[src/rtl/arb_pkg.sv]
package arb_pkg;
    localparam int NUM_MASTERS = 4;
    localparam int IDX_EXT  = 0;
    localparam int IDX_DMA1 = 1;
    localparam int IDX_DMA2 = 2;
    localparam int IDX_CPU  = 3;

    typedef enum logic [1:0] {
        ARB_IDLE  = 2'd0,
        ARB_GRANT = 2'd1,
        ARB_LOCK  = 2'd2
    } arb_state_t;
endpackage

[src/rtl/arb_req_sync.sv]
module arb_req_sync #(
    parameter int WIDTH  = 2,
    parameter int STAGES = 2
) (
    input  logic             clk,
    input  logic             rst_n,
    input  logic [WIDTH-1:0] req_async,
    output logic [WIDTH-1:0] req_sync
);
    for (genvar i = 0; i < WIDTH; i++) begin : g_line
        logic [STAGES-1:0] stage_q;
        always_ff @(posedge clk or negedge rst_n) begin
            if (!rst_n) stage_q <= '0;
            else        stage_q <= {stage_q[STAGES-2:0], req_async[i]};
        end
        assign req_sync[i] = stage_q[STAGES-1];
    end
endmodule

[src/rtl/arb_prio.sv]
module arb_prio
    import arb_pkg::*;
#(
    parameter int LVL_W = 3
) (
    input  logic                   ext_req,
    input  logic                   dma1_req,
    input  logic                   dma2_req,
    input  logic                   cpu_req,
    input  logic [LVL_W-1:0]       dma1_lvl,
    input  logic [LVL_W-1:0]       dma2_lvl,
    output logic [NUM_MASTERS-1:0] winner
);
    logic dma2_over_dma1;

    assign dma2_over_dma1 = dma2_lvl > dma1_lvl;

    always_comb begin
        winner = '0;
        if (ext_req)
            winner[IDX_EXT] = 1'b1;
        else if (dma1_req && dma2_req)
            winner[dma2_over_dma1 ? IDX_DMA2 : IDX_DMA1] = 1'b1;
        else if (dma1_req)
            winner[IDX_DMA1] = 1'b1;
        else if (dma2_req)
            winner[IDX_DMA2] = 1'b1;
        else if (cpu_req)
            winner[IDX_CPU] = 1'b1;
    end
endmodule

[src/rtl/arb_fsm.sv]
module arb_fsm
    import arb_pkg::*;
(
    input  logic                   clk,
    input  logic                   rst_n,
    input  logic [NUM_MASTERS-1:0] winner,
    input  logic                   cyc_done,
    input  logic                   cyc_last,
    input  logic                   cyc_lock,
    output logic [NUM_MASTERS-1:0] grant
);
    arb_state_t             state_q, state_d;
    logic [NUM_MASTERS-1:0] owner_q, owner_d;
    logic                   at_boundary;

    assign at_boundary = cyc_done && cyc_last && !cyc_lock;

    always_comb begin
        state_d = state_q;
        owner_d = owner_q;
        unique case (state_q)
            ARB_IDLE: begin
                if (|winner) begin
                    state_d = ARB_GRANT;
                    owner_d = winner;
                end
            end
            ARB_GRANT, ARB_LOCK: begin
                if (cyc_done && cyc_lock) begin
                    state_d = ARB_LOCK;
                end else if (at_boundary) begin
                    owner_d = winner;
                    state_d = (|winner) ? ARB_GRANT : ARB_IDLE;
                end
            end
            default: begin
                state_d = ARB_IDLE;
                owner_d = '0;
            end
        endcase
    end

    always_ff @(posedge clk or negedge rst_n) begin
        if (!rst_n) begin
            state_q <= ARB_IDLE;
            owner_q <= '0;
        end else begin
            state_q <= state_d;
            owner_q <= owner_d;
        end
    end

    always_comb begin
        grant = (state_q == ARB_IDLE) ? '0 : owner_q;
    end
endmodule

[src/rtl/bus_arbiter.sv]
module bus_arbiter
    import arb_pkg::*;
#(
    parameter int LVL_W       = 3,
    parameter int SYNC_STAGES = 2
) (
    input  logic             clk,
    input  logic             rst_n,
    input  logic             ext_req,
    input  logic             dma1_req_async,
    input  logic             dma2_req_async,
    input  logic             cpu_req,
    input  logic [LVL_W-1:0] dma1_lvl,
    input  logic [LVL_W-1:0] dma2_lvl,
    input  logic             cyc_done,
    input  logic             cyc_last,
    input  logic             cyc_lock,
    output logic             gnt_ext,
    output logic             gnt_dma1,
    output logic             gnt_dma2,
    output logic             gnt_cpu,
    output logic             cfg_err
);
    localparam int NUM_DMA = 2;

    logic [NUM_DMA-1:0]     dma_sync;
    logic [NUM_MASTERS-1:0] winner;
    logic [NUM_MASTERS-1:0] grant;
    logic                   cfg_err_q;

    arb_req_sync #(.WIDTH(NUM_DMA), .STAGES(SYNC_STAGES)) u_sync (
        .clk       (clk),
        .rst_n     (rst_n),
        .req_async ({dma2_req_async, dma1_req_async}),
        .req_sync  (dma_sync)
    );

    arb_prio #(.LVL_W(LVL_W)) u_prio (
        .ext_req  (ext_req),
        .dma1_req (dma_sync[0]),
        .dma2_req (dma_sync[1]),
        .cpu_req  (cpu_req),
        .dma1_lvl (dma1_lvl),
        .dma2_lvl (dma2_lvl),
        .winner   (winner)
    );

    arb_fsm u_fsm (
        .clk      (clk),
        .rst_n    (rst_n),
        .winner   (winner),
        .cyc_done (cyc_done),
        .cyc_last (cyc_last),
        .cyc_lock (cyc_lock),
        .grant    (grant)
    );

    always_ff @(posedge clk or negedge rst_n) begin
        if (!rst_n) cfg_err_q <= 1'b0;
        else        cfg_err_q <= (dma1_lvl == dma2_lvl);
    end

    assign cfg_err  = cfg_err_q;
    assign gnt_ext  = grant[IDX_EXT];
    assign gnt_dma1 = grant[IDX_DMA1];
    assign gnt_dma2 = grant[IDX_DMA2];
    assign gnt_cpu  = grant[IDX_CPU];
endmodule

[config.mk]
export PLATFORM = sky130hd
export DESIGN_NAME = bus_arbiter
export DESIGN_NICKNAME = d
export VERILOG_FILES = /design/src/rtl/arb_pkg.sv /design/src/rtl/arb_req_sync.sv /design/src/rtl/arb_prio.sv /design/src/rtl/arb_fsm.sv /design/src/rtl/bus_arbiter.sv
export SDC_FILE = /design/constraint.sdc
export NUM_CORES = 1
export LEC_CHECK = 0
export BUFFER_PORTS_ARGS = -buffer_cell sky130_fd_sc_hd__buf_2
export CORE_ASPECT_RATIO = 0.8
export CORE_MARGIN = 3
export CORE_UTILIZATION = 25
export CTS_BUF_LIST = sky130_fd_sc_hd__clkbuf_8
export CTS_CLUSTER_DIAMETER = 40
export CTS_CLUSTER_SIZE = 20
export DETAILED_ROUTE_END_ITERATION = 8
export MAX_ROUTING_LAYER = met4
export PLACE_DENSITY = 0.56
export SYNTH_ARGS = -nofsm -noshare
export SYNTH_HDL_FRONTEND = slang
export SYNTH_SLANG_ARGS = --single-unit
[constraint.sdc]
create_clock -name clk -period 3.3 [get_ports clk]
set_input_delay 0.99 -clock clk [delete_from_list [all_inputs] [get_ports clk]]
set_output_delay 0.99 -clock clk [all_outputs]
set_load 0.03 [all_outputs]
### Word-level counts from Yosys, hierarchy flattened

Cells that the tools add are included.

* reduce and logical (&&, ||, !) cells: 11
* multiplexer cells: 22
* $lt $le $gt $ge: 3
* equality and inequality tests: 7

Operator list (number)
* 32-bit by 1-bit >= comparator with 1-bit output (second input constant): 1
* 32-bit by 4-bit < comparator with 1-bit output (second input constant): 1
* 4-bit two-way mux: 4
* 2-bit two-way mux: 5
* 1-bit two-way mux: 8
* 4-bit one-hot mux with 2 select lines: 1
* 3-bit two-way mux: 2
* 1-bit logical AND: 5
* 2-bit by 1-bit != test with 1-bit output (second input constant): 2
* 2-bit one-hot mux with 2 select lines: 1
* 4-bit OR reduction: 1
* 3-bit equality test: 1
* 3-bit > comparator: 1
* 3-bit by 1-bit != test with 1-bit output (second input constant): 1
* 3-bit AND reduction: 1
* 1-bit demux with 2-bit select: 1
* 2-bit by 1-bit equality test with 1-bit output (second input constant): 1
* 2-bit equality test (second input constant): 1
* 2-bit zero test: 1
* 2-bit != test (second input constant): 1
* 2-bit AND reduction: 1
* 2-bit OR reduction: 1
* 1-bit zero test: 1

* flip-flop bits (word level): 11
* word-level logic and storage cells: 48
* bits of input ports: 15
* output and inout bits: 5

### Longest topological paths before layout

Gate-level depths: netlist of run 1.

* word-level depth: 13
* depth in mapped cells: 5
* mapped depth without buffers: 5

### Hierarchy

A second synthesis of run 1 with hierarchy kept.

* cell total of the unflattened synthesis: 62
* area, all modules: 704.4 um^2

Modules (own cells, without submodules)
* arb_fsm: sequential area each 150.1 um^2, area an instance 406.6 um^2, cells each 34, instances 1
* arb_prio: sequential area each 0.0 um^2, area an instance 121.4 um^2, cells each 17, instances 1
* arb_req_sync: sequential area each 100.1 um^2, area an instance 115.1 um^2, cells each 6, instances 1
* bus_arbiter: sequential area each 25.0 um^2, area an instance 61.3 um^2, cells each 5, instances 1

### Worst setup path after synthesis of run 1

No wires, ideal clock.

* path kind: register to output
* start: reg u_fsm.state_q[0]
* end: out gnt_ext
* buffers on the path: 0
* data arrival time: 1.110 ns
* stages on the path, launching flop included: 4
* setup slack: 1.200 ns
* data required time: 2.310 ns
* cells stage by stage: dfrtp_1 inv_1 ha_1 nor2b_1

* word-level cells in the longest chain between the ends: 2

Ends and longest elaborated chain
* start: declaration: line arb_fsm.sv:12 `arb_state_t state_q, state_d;`
* start signal: assignment: line arb_fsm.sv:48 `state_q <= state_d;`
* 2-bit zero test: line arb_fsm.sv:54 `grant = (state_q == ARB_IDLE) ? '0 : owner_q;`
* 4-bit two-way mux: line arb_fsm.sv:54
* end: declaration: line bus_arbiter.sv:18 `output logic gnt_ext,`

No other way between the ends.

### Worst setup path after layout of run 1

* start: reg u_fsm.state_q[0]
* end: out gnt_dma2

* word-level cells in the longest chain between the ends: 2

Ends and longest elaborated chain
* 2-bit zero test: line arb_fsm.sv:54
* 4-bit two-way mux: line arb_fsm.sv:54
* end: declaration: line bus_arbiter.sv:20 `output logic gnt_dma2,`

No other way between the ends.

==> summary.txt, run 1 <==
Finish
  • # fillers: 229
  • Share of layout cells above drive strength 1: 30.86%
  • NumNets Final: 102
  • Area delta synth->final: 28.02%
  • Area of the multi-input gates: 295.3 µm²
  • Final Non-Filler Cells: 106
  • Antenna Cells: 0
  • Final instance area: 783.3 µm²
  • Reg area: 275.3 µm²
  • Util after Layout: 35.07%

Worst setup path
  • Cell breakdown of the critical path: inv_1 -> ha_1 -> nor2_1 -> buf_2
  • WP data required: 2310 ps
  • Crit path capture type: primary output
  • Slowest cell delay on critical path: 350 ps
  • CP Launch Type: flop
  • CP Buf/Inv Count: 2
  • Crit path max fanout: 8
  • Cell family with most CP delay: flip-flops
  • Signal arrival time at the worst endpoint: 1330 ps
  • CP Class: flop to primary output
  • Slowest CP cell: dfrtp_1

CTS
  • H-Tree Depth: 1
  • CTS-repair resized insts: 0
  • CTS tree: built
  • Root Driver: clkbuf_8
  • CTS buffer count: 3
  • TritonCTS sink count: 11
  • Clock buffer depth: 2
  • Postcts setup bufs: 0
  • Hold buffers post-CTS: 0
  • Clk slew on worst S/H paths: 50 ps
  • Clock latency on the worst-skew pair: 240 ps

Floorplanning
  • Std-Cell Rows: 15
  • # IOs: 20
  • Core Region: 2233 µm²
  • Die height: 50.25 µm
  • Starting density of the core: 27.39%
  • Die X: 61.31 µm
  • Die footprint: 3081 µm²

Logic synthesis
  • Yosys warns: 0
  • Simple-gate portion of the synthesized area: 14.72%
  • Multiplexer area fraction after synthesis: 4.090%
  • Post-synthesis cell area: 611.8 µm²
  • XOR/XNOR share of the synthesized area: 0%
  • Netlist cell types: 24
  • Yosys top cell by area: dfrtp_1
  • Top cells by area, synth: dfrtp_1, ha_1, inv_1, o32ai_1, nor4_4
  • Cells after Synth: 58
  • Avg Inst Size Synth: 10.55 µm²
  • Syn nets: 78
  • Largest family of logic cells by synthesized area: compound AO/OA/AOI/OAI gates
  • Post-Synth Adder-Cell Area: 10.22%
  • Sequential share of the synthesized area: 44.99%
  • FF+latch count, synth: 11
  • Synth Area in Compound Gates: 19.22%
  • Synth top area share: 44.99%

Placed design
  • Placed inst area: 738.2 µm²
  • Dpl cells: 102
  • Routability congestion estimate: 0.7711
  • IO Port Bufs: 19
  • DPL Wire Length: 973.9 µm
  • DP Worst Slack: 1117 ps

Route
  • DR WL/cell: 11.42 µm
  • Vias per cell: 4.708
  • DR vias: 499
  • Iter 0 DRT Violations: 1
  • Post-route ant nets: 0
  • DRT Wirelength: 1.210 mm
  • 1st-pass router iterations: 4
  • DRC Markers: 0

STA
  • WHS: 343.9 ps
  • Final period utilization: 70.29%
  • Fin crit period: 2319 ps
  • Setup WS post-layout: 980.5 ps
  • Setup Skew: 2.599 ps
  • Final Hold Fails: 0
  • RSZ-0062 raised after global routing: no
  • Relative slew margins: 79.54%
  • Max-slew violation count: 0
  • TNS Setup: 0 ps
  • Max Fclk: 431.1 MHz
  • Slew @ Worst Pin: 299.2 ps
  • Setup Viol. Count Final: 0

Worst hold path
  • Hold Path Class: flop to flop

Global route
  • Vias in the first global route: 456
  • Gr usage total: 9.198%
  • Antenna violations before repair: 0
  • First-pass GRT wire length: 2.007 mm
  • Largest net degree at the start of global routing: 12
  • Gr ovfl total: 0

Outcome
  • Status: complete, no violations

Run
  • Max-cap violation count: 0

Power and ir drop
  • Tot Pwr: 0.5608 mW
  • P per Cell Area: 716.0 nW/µm²
  • Leakage: 0.4067 nW
  • Peak VDD IR: 0.0003273 V
-- layout by cell type, fill, tap and decap left out --
master / n
o21ai_0: 1
o32ai_1: 3
nor4_4: 1
nor2b_1: 3
nand3b_1: 2
buf_2: 19
nand2_1: 2
inv_1: 12
clkbuf_8: 3
mux2i_1: 1
o21bai_1: 1
o41ai_1: 1
mux2_4: 1
ha_1: 5
nor2_1: 4
and3_1: 1
nor4_1: 1
o21a_1: 1
a21o_1: 1
a22oi_2: 1
a2111oi_0: 1
a22oi_1: 1
a211oi_1: 1
a21oi_1: 2
a211o_1: 1
dfrtp_1: 11
-- logic make-up after synthesis --
group / Yosys count
AOI/OAI and AO/OA: 15
and+or+nand+nor: 14
buffers and inverters: 11
DFF: 11
adders and majority gates: 5
muxes: 2
-- cells in the mapped netlist --
cell type and number:
nor4_4 1, o21ai_0 1, a211oi_1 1, nor2_1 4, nor4_1 1, inv_1 11
o21bai_1 1, nand2_1 2, a211o_1 1, o21a_1 1, and3_1 1, a21oi_1 2
a22oi_2 1, nand3b_1 2, dfrtp_1 11, a2111oi_0 1, a22oi_1 1, mux2i_1 1
o41ai_1 1, ha_1 5, a21o_1 1, mux2_4 1, o32ai_1 3, nor2b_1 3
-- power by group --
group / switching, mW / internal [mW] / leakage, nW
Combinational: 0.146 / 0.102 / 0.243
Sequential: 0.0146 / 0.168 / 0.137
Clock: 0.0491 / 0.0815 / 0.0269
Total: 0.209 / 0.351 / 0.407
-- metal layers --
layer  GRT usage [%]  routed length, µm
met5               -                  0
met2           12.15                576
met4           2.166                  6
met3           4.627                 68
met1           12.42                558
-- final cells by class --
class                           instances  share of cell area, %
Sequential cell                        11                  35.14
Clock inverter                          1                 0.4792
Clock buffer                            3                  5.272
Inverter                               11                  5.272
Timing Repair Buffer                   19                  12.14
Tap cell                               25                  3.994
Multi-Input combinational cell         36                  37.70
-- state kept, by name, summed over array words and instances (netlist names) --
register and count:
u_sync.g_line.stage_q 4, cfg_err 1, u_fsm.state_q 2, u_fsm.owner_q 4
-- path summary, 6_finish.rpt --
check                           slack, ps                             startpoint  cells after the start                               endpoint
worst max-delay path                  980           u_fsm.state_q[0]$_DFFE_PN0P_                      4                               gnt_dma2
min in group asynchronous             620                                  rst_n                      1           u_fsm.owner_q[2]$_DFFE_PN0P_
max in group asynchronous            2480                                  rst_n                      1  u_sync.g_line[1].stage_q[1]$_DFF_PN0_
worst min register to register        340  u_sync.g_line[0].stage_q[0]$_DFF_PN0_                      0  u_sync.g_line[0].stage_q[1]$_DFF_PN0_
worst max register to register       1770           u_fsm.state_q[0]$_DFFE_PN0P_                      4           u_fsm.owner_q[0]$_DFFE_PN0P_
worst min-delay path                  340  u_sync.g_line[0].stage_q[0]$_DFF_PN0_                      0  u_sync.g_line[0].stage_q[1]$_DFF_PN0_
No activity file was read; power rests on OpenSTA's default activity.
==> run 2: changes to the inputs <==
--- a/config.mk
+++ b/config.mk
@@ -14,7 +14,7 @@
 export CTS_CLUSTER_SIZE = 20
 export DETAILED_ROUTE_END_ITERATION = 8
 export MAX_ROUTING_LAYER = met4
-export PLACE_DENSITY = 0.56
+export PLACE_DENSITY = 0.58
 export SYNTH_ARGS = -nofsm -noshare
 export SYNTH_HDL_FRONTEND = slang
 export SYNTH_SLANG_ARGS = --single-unit
==> constraint.sdc (replaced) <==
create_clock -name clk -period 2 [get_ports clk]
set_input_delay 0.6 -clock clk [delete_from_list [all_inputs] [get_ports clk]]
set_output_delay 0.6 -clock clk [all_outputs]
set_load 0.03 [all_outputs]
==> run 2 against run 1 <==
  * Clock power up 66%
  * Power grew 67%
  * Sequential power up 64%
  * Die area unchanged
  * Via count is the same
  * Combinational power is 69% higher
  * Count of clock-buffer cells in the layout is the same
  * Worst setup slack got worse by 800 ps
  * Wire length decreased by 3.6%
  * First-iteration DRC count increased to 25 times the previous value
  * Non-clock buffer count did not move
  * Sequential share of layout area is 0.17 points lower
  * Critical endpoint is now gnt_cpu
  * Largest power group unchanged
==> summary.txt, run 2 (same netlist as run 1, synthesis figures left out) <==
Worst setup path
  • Cell breakdown of the critical path: inv_1 -> ha_2 -> nor2_1 -> buf_2
  • CP Class: flop to primary output
  • Slowest cell delay on critical path: 380 ps
  • Signal arrival time at the worst endpoint: 1220 ps
  • Crit path capture type: primary output
  • Crit path max fanout: 8
  • Cell family with most CP delay: flip-flops
  • CP Buf/Inv Count: 2
  • Critical R2R Launch: u_fsm.state_q[0]$_DFFE_PN0P_
  • CP Launch Type: flop
  • Crit path from: u_fsm.state_q[0]$_DFFE_PN0P_
  • Slowest CP cell: dfrtp_1
  • WP data required: 1400 ps

Finish
  • # fillers: 225
  • Share of layout cells above drive strength 1: 33.33%
  • Area delta synth->final: 28.63%
  • Final Non-Filler Cells: 106
  • Antenna Cells: 0
  • Most frequent cells in the layout: buf_2, inv_1, dfrtp_1, nor2_1, ha_1
  • Regs by FF count: u_fsm.owner_q (4), u_sync.g_line.stage_q (4), u_fsm.state_q (2)
  • NumNets Final: 102
  • Commonest non-fill, non-tap cell in the layout: buf_2

Route
  • DRC Markers: 0
  • Vias per cell: 4.708
  • DR vias: 499
  • DRT Wirelength: 1.166 mm
  • Iter 0 DRT Violations: 25
  • 1st-pass router iterations: 4
  • Post-route ant nets: 0
  • DR WL/cell: 11.00 µm

CTS
  • Clock latency on the worst-skew pair: 240 ps
  • CTS tree: built
  • Clk slew on worst S/H paths: 50 ps
  • Clock buffer depth: 2
  • H-Tree Depth: 1
  • Root Driver: clkbuf_8
  • TritonCTS sink count: 11
  • CTS buffer count: 3
  • Postcts setup bufs: 0

STA
  • WHS: 218.8 ps
  • Final Hold Fails: 0
  • Max-slew violation count: 0
  • Max Fclk: 549.8 MHz
  • Setup Viol. Count Final: 0
  • Relative slew margins: 78.00%
  • Slew @ Worst Pin: 321.6 ps
  • Setup Skew: 5.705 ps
  • RSZ-0062 raised after global routing: no
  • Fin crit period: 1819 ps
  • TNS Setup: 0 ps
  • Final period utilization: 90.94%

Floorplanning
  • Die X: 61.31 µm
  • Die footprint: 3081 µm²
  • # IOs: 20
  • Std-Cell Rows: 15
  • Core Region: 2233 µm²
  • Die height: 50.25 µm
  • Starting density of the core: 27.39%

Placed design
  • DPL Wire Length: 941.5 µm
  • Dpl cells: 102
  • Routability congestion estimate: 0.7433
  • IO Port Bufs: 19

Global route
  • First-pass GRT wire length: 1.876 mm
  • Largest net degree at the start of global routing: 12
  • Vias in the first global route: 460
  • Antenna violations before repair: 0
  • Gr ovfl total: 0
  • Gr usage total: 8.833%

Power and ir drop
  • P per Cell Area: 1187 nW/µm²
  • Leakage: 0.4041 nW
  • Peak VDD IR: 0.0005454 V

Worst hold path
  • Hold Path Class: input port to asynchronous set/reset pin

Outcome
  • Status: complete, no violations

Run
  • Max-cap violation count: 0
==> run 2: timing repair <==
item                                    in CTS  in global routing
hold buffers                                 0                  0
resized for setup                            0                  1
endpoints found under the setup margin       0                  2
==> run 2: area by class of cell <==
type,instances,area (µm²),area share (%)
Clock buffer,3,41.29,5.246
Clock inverter,1,5.005,0.6359
Inverter,11,41.29,5.246
Sequential cell,11,275.3,34.98
Timing Repair Buffer,19,95.09,12.08
Tap cell,25,31.28,3.975
Multi-Input combinational cell,36,297.8,37.84
==> run 2: path summary, 6_finish.rpt <==
check / endpoint / cells after the start / slack, ps
min reg2reg: u_sync.g_line[1].stage_q[1]$_DFF_PN0_ / 0 / 350
max: gnt_cpu / 4 / 180
min in group clk: u_sync.g_line[1].stage_q[1]$_DFF_PN0_ / 0 / 350
min: u_sync.g_line[0].stage_q[0]$_DFF_PN0_ / 1 / 220
max reg2reg: u_fsm.owner_q[0]$_DFFE_PN0P_ / 4 / 500
max in group asynchronous: u_fsm.owner_q[0]$_DFFE_PN0P_ / 1 / 1570
==> run 2: report_power, final <==
group,total [mW],switching [mW],internal (mW)
clock,0.218,0.0814,0.137
sequential,0.298,0.0219,0.276
combinational,0.418,0.242,0.176
total,0.935,0.345,0.589
==> run 2: per-layer routing <==
layer / GRT usage, % / part of all wire [%]
met5: - / 0
met4: 2.166 / 0
met3: 5.398 / 8.8
met2: 12.15 / 44
met1: 10.88 / 47
==> run 2: per-stage QoR <==
step	area [µm²]	setup slack [ps]	utilization [%]	power [mW]
global route	787.0	79.12	35.24	1.013
floorplan	611.8	290.0	-	0.6120
CTS	784.5	77.08	35.13	0.9314
detailed placement	738.2	192.5	33.05	0.7086
global placement	738.2	234.5	33.05	0.7029
finish	787.0	181.2	35.24	0.9345
==> run 2: worst register-to-register path: stages (launching register included) <==
cell	delay, ps
dfrtp_1	380
inv_1	90
ha_2	310
a22oi_2	280
mux2_4	330
==> run 3: changes to the inputs <==
--- a/config.mk
+++ b/config.mk
@@ -6,7 +6,7 @@
 export NUM_CORES = 1
 export LEC_CHECK = 0
 export BUFFER_PORTS_ARGS = -buffer_cell sky130_fd_sc_hd__buf_2
-export CORE_ASPECT_RATIO = 0.8
+export CORE_ASPECT_RATIO = 0.75
 export CORE_MARGIN = 3
 export CORE_UTILIZATION = 25
 export CTS_BUF_LIST = sky130_fd_sc_hd__clkbuf_8
@@ -15,6 +15,7 @@
 export DETAILED_ROUTE_END_ITERATION = 8
 export MAX_ROUTING_LAYER = met4
 export PLACE_DENSITY = 0.58
+export SLEW_MARGIN = 15
 export SYNTH_ARGS = -nofsm -noshare
 export SYNTH_HDL_FRONTEND = slang
 export SYNTH_SLANG_ARGS = --single-unit
==> run 3 against run 2 <==
  * Core utilization increased by 1.5 points
  * Largest power group unchanged
  * First-iteration DRC count decreased by 88%
  * Die area about the same
  * Sequential power about the same
  * Critical endpoint is now gnt_dma2
  * Combinational power decreased by 1%
  * Clock skew decreased by 1.5 ps
  * Final cell count increased by 6.6%
  * Via count decreased by 4.8%
  * Sequential share of layout area decreased by 0.22 points
  * Worst hold slack improved by 7.9 ps
  * Power decreased by 1.6%
  * Global-route usage decreased by 1.0 points
==> summary.txt, run 3 (same netlist as run 1, synthesis figures left out) <==
Outcome
  • Status: complete, no violations

Finish
  • Area delta synth->final: 29.45%
  • Commonest non-fill, non-tap cell in the layout: buf_2
  • NumNets Final: 102
  • Antenna Cells: 0
  • Share of layout cells above drive strength 1: 30.86%
  • Regs by FF count: u_fsm.owner_q (4), u_sync.g_line.stage_q (4), u_fsm.state_q (2)
  • Util after Layout: 36.76%
  • Most frequent cells in the layout: buf_2, inv_1, dfrtp_1, ha_1, nor2_1

Route
  • DR vias: 475
  • DRT Wirelength: 1.124 mm
  • Iter 0 DRT Violations: 3
  • DRC Markers: 0
  • Vias per cell: 4.204
  • Post-route ant nets: 0
  • 1st-pass router iterations: 4
  • DR WL/cell: 9.947 µm

CTS
  • Hold buffers post-CTS: 0
  • Clock buffer depth: 2
  • Root Driver: clkbuf_8
  • Clk slew on worst S/H paths: 50 ps
  • H-Tree Depth: 1
  • Postcts setup bufs: 0
  • CTS buffer count: 3
  • CTS tree: built
  • CTS-repair resized insts: 0
  • TritonCTS sink count: 11
  • Clock latency on the worst-skew pair: 230 ps

Global route
  • Gr usage total: 7.790%
  • Antenna violations before repair: 0
  • Grt met2 use: 10.68%
  • Gr ovfl total: 0
  • M1 GR Usage: 10.16%
  • GR met3 Demand/Resource: 4.378%
  • First-pass GRT wire length: 1.828 mm
  • Vias in the first global route: 440
  • GRT busiest layer: met2
  • Largest net degree at the start of global routing: 12

STA
  • Final Hold Fails: 0
  • Slew @ Worst Pin: 320.6 ps
  • TNS Setup: 0 ps
  • Relative slew margins: 78.07%
  • Max-slew violation count: 0
  • RSZ-0062 raised after global routing: no
  • Setup WS post-layout: 102.0 ps
  • Setup Viol. Count Final: 0
  • Fin crit period: 1898 ps
  • Setup Skew: 4.155 ps
  • Final period utilization: 94.90%
  • WHS: 226.6 ps
  • Max Fclk: 526.9 MHz

Power and ir drop
  • Comb pwr share: 44.8%
  • Leakage: 0.4067 nW
  • Sw frac: 36.97%
  • Sequential share of power: 32.7%
  • Tot Pwr: 0.9193 mW
  • Power share of the clock group: 22.5%
  • P_sw: 0.3399 mW
  • Internal: 0.5794 mW
  • P per Cell Area: 1161 nW/µm²
  • Peak VDD IR: 0.0005640 V

Run
  • Max-cap violation count: 0

Floorplanning
  • Die height: 48.84 µm
  • Die X: 63.13 µm
  • Std-Cell Rows: 14
  • Starting density of the core: 28.40%
  • # IOs: 20
  • Core Region: 2155 µm²
  • Die footprint: 3083 µm²

Worst setup path
  • Crit path max fanout: 8
  • CP Launch Type: flop
  • Crit path capture type: primary output
  • WP data required: 1400 ps
  • Signal arrival time at the worst endpoint: 1300 ps
  • FF-to-FF path depth: 4
  • CP Class: flop to primary output

Placed design
  • DP Worst Slack: 182.5 ps
  • IO Port Bufs: 19
  • Routability congestion estimate: 0.7120
  • DPL Wire Length: 953.5 µm

Worst hold path
  • Hold Path Class: input port to asynchronous set/reset pin
[run 3: cell count changes in the layout (fill, tap and decap cells not counted), sizes merged]
cell / delta
inv: +1
clkinv: -1
[run 3: final cells by class]
type | instances | area, µm²
fillers | 224 | 1363
multi-input cells | 36 | 295.3
flip-flops and latches | 11 | 275.3
repair buffers | 19 | 95.09
clock buffers | 3 | 41.29
inverters | 11 | 41.29
well taps | 32 | 40.04
clock inverters | 1 | 3.754
[run 3: power groups by stage]
stage	Combinational, mW	Sequential (mW)	Clock, mW
2_1_floorplan	0.312	0.300	0
3_3_place_gp	0.404	0.301	0
3_5_place_dp	0.412	0.303	0
4_1_cts	0.414	0.300	0.215
5_1_grt	0.449	0.305	0.230
6_report	0.412	0.300	0.207
[run 3: critical path, cell delays in order (launching register included)]
cell	delay [ps]
dfrtp_1	370
inv_1	80
ha_1	340
nor2_1	90
buf_2	190
[run 3: worst paths after layout]
path                                                             from                                     to  slack, ps
worst max-delay path                     u_fsm.state_q[0]$_DFFE_PN0P_                               gnt_dma2        100
worst min-delay path                                            rst_n           u_fsm.owner_q[3]$_DFFE_PN0P_        230
worst max register to register           u_fsm.state_q[0]$_DFFE_PN0P_           u_fsm.owner_q[0]$_DFFE_PN0P_        470
worst min register to register  u_sync.g_line[1].stage_q[0]$_DFF_PN0_  u_sync.g_line[1].stage_q[1]$_DFF_PN0_        350
max in group asynchronous                                       rst_n  u_sync.g_line[0].stage_q[1]$_DFF_PN0_       1570
min in group clk                u_sync.g_line[1].stage_q[0]$_DFF_PN0_  u_sync.g_line[1].stage_q[1]$_DFF_PN0_        350
[run 3: per-layer routing]
layer	up-vias	wire, µm	part of all wire, %
li1	255	-	-
met1	211	558	50
met2	9	509	45
met3	0	56	5.0
met4	0	0	0
met5	-	0	0
[run 3: stage by stage]
stage                     cells  area (µm²)
final                       113       792.0
after global routing        113       792.0
after CTS                   113       792.0
after detailed placement    109       747.0
after global placement      109       747.0
after floorplan              58       611.8
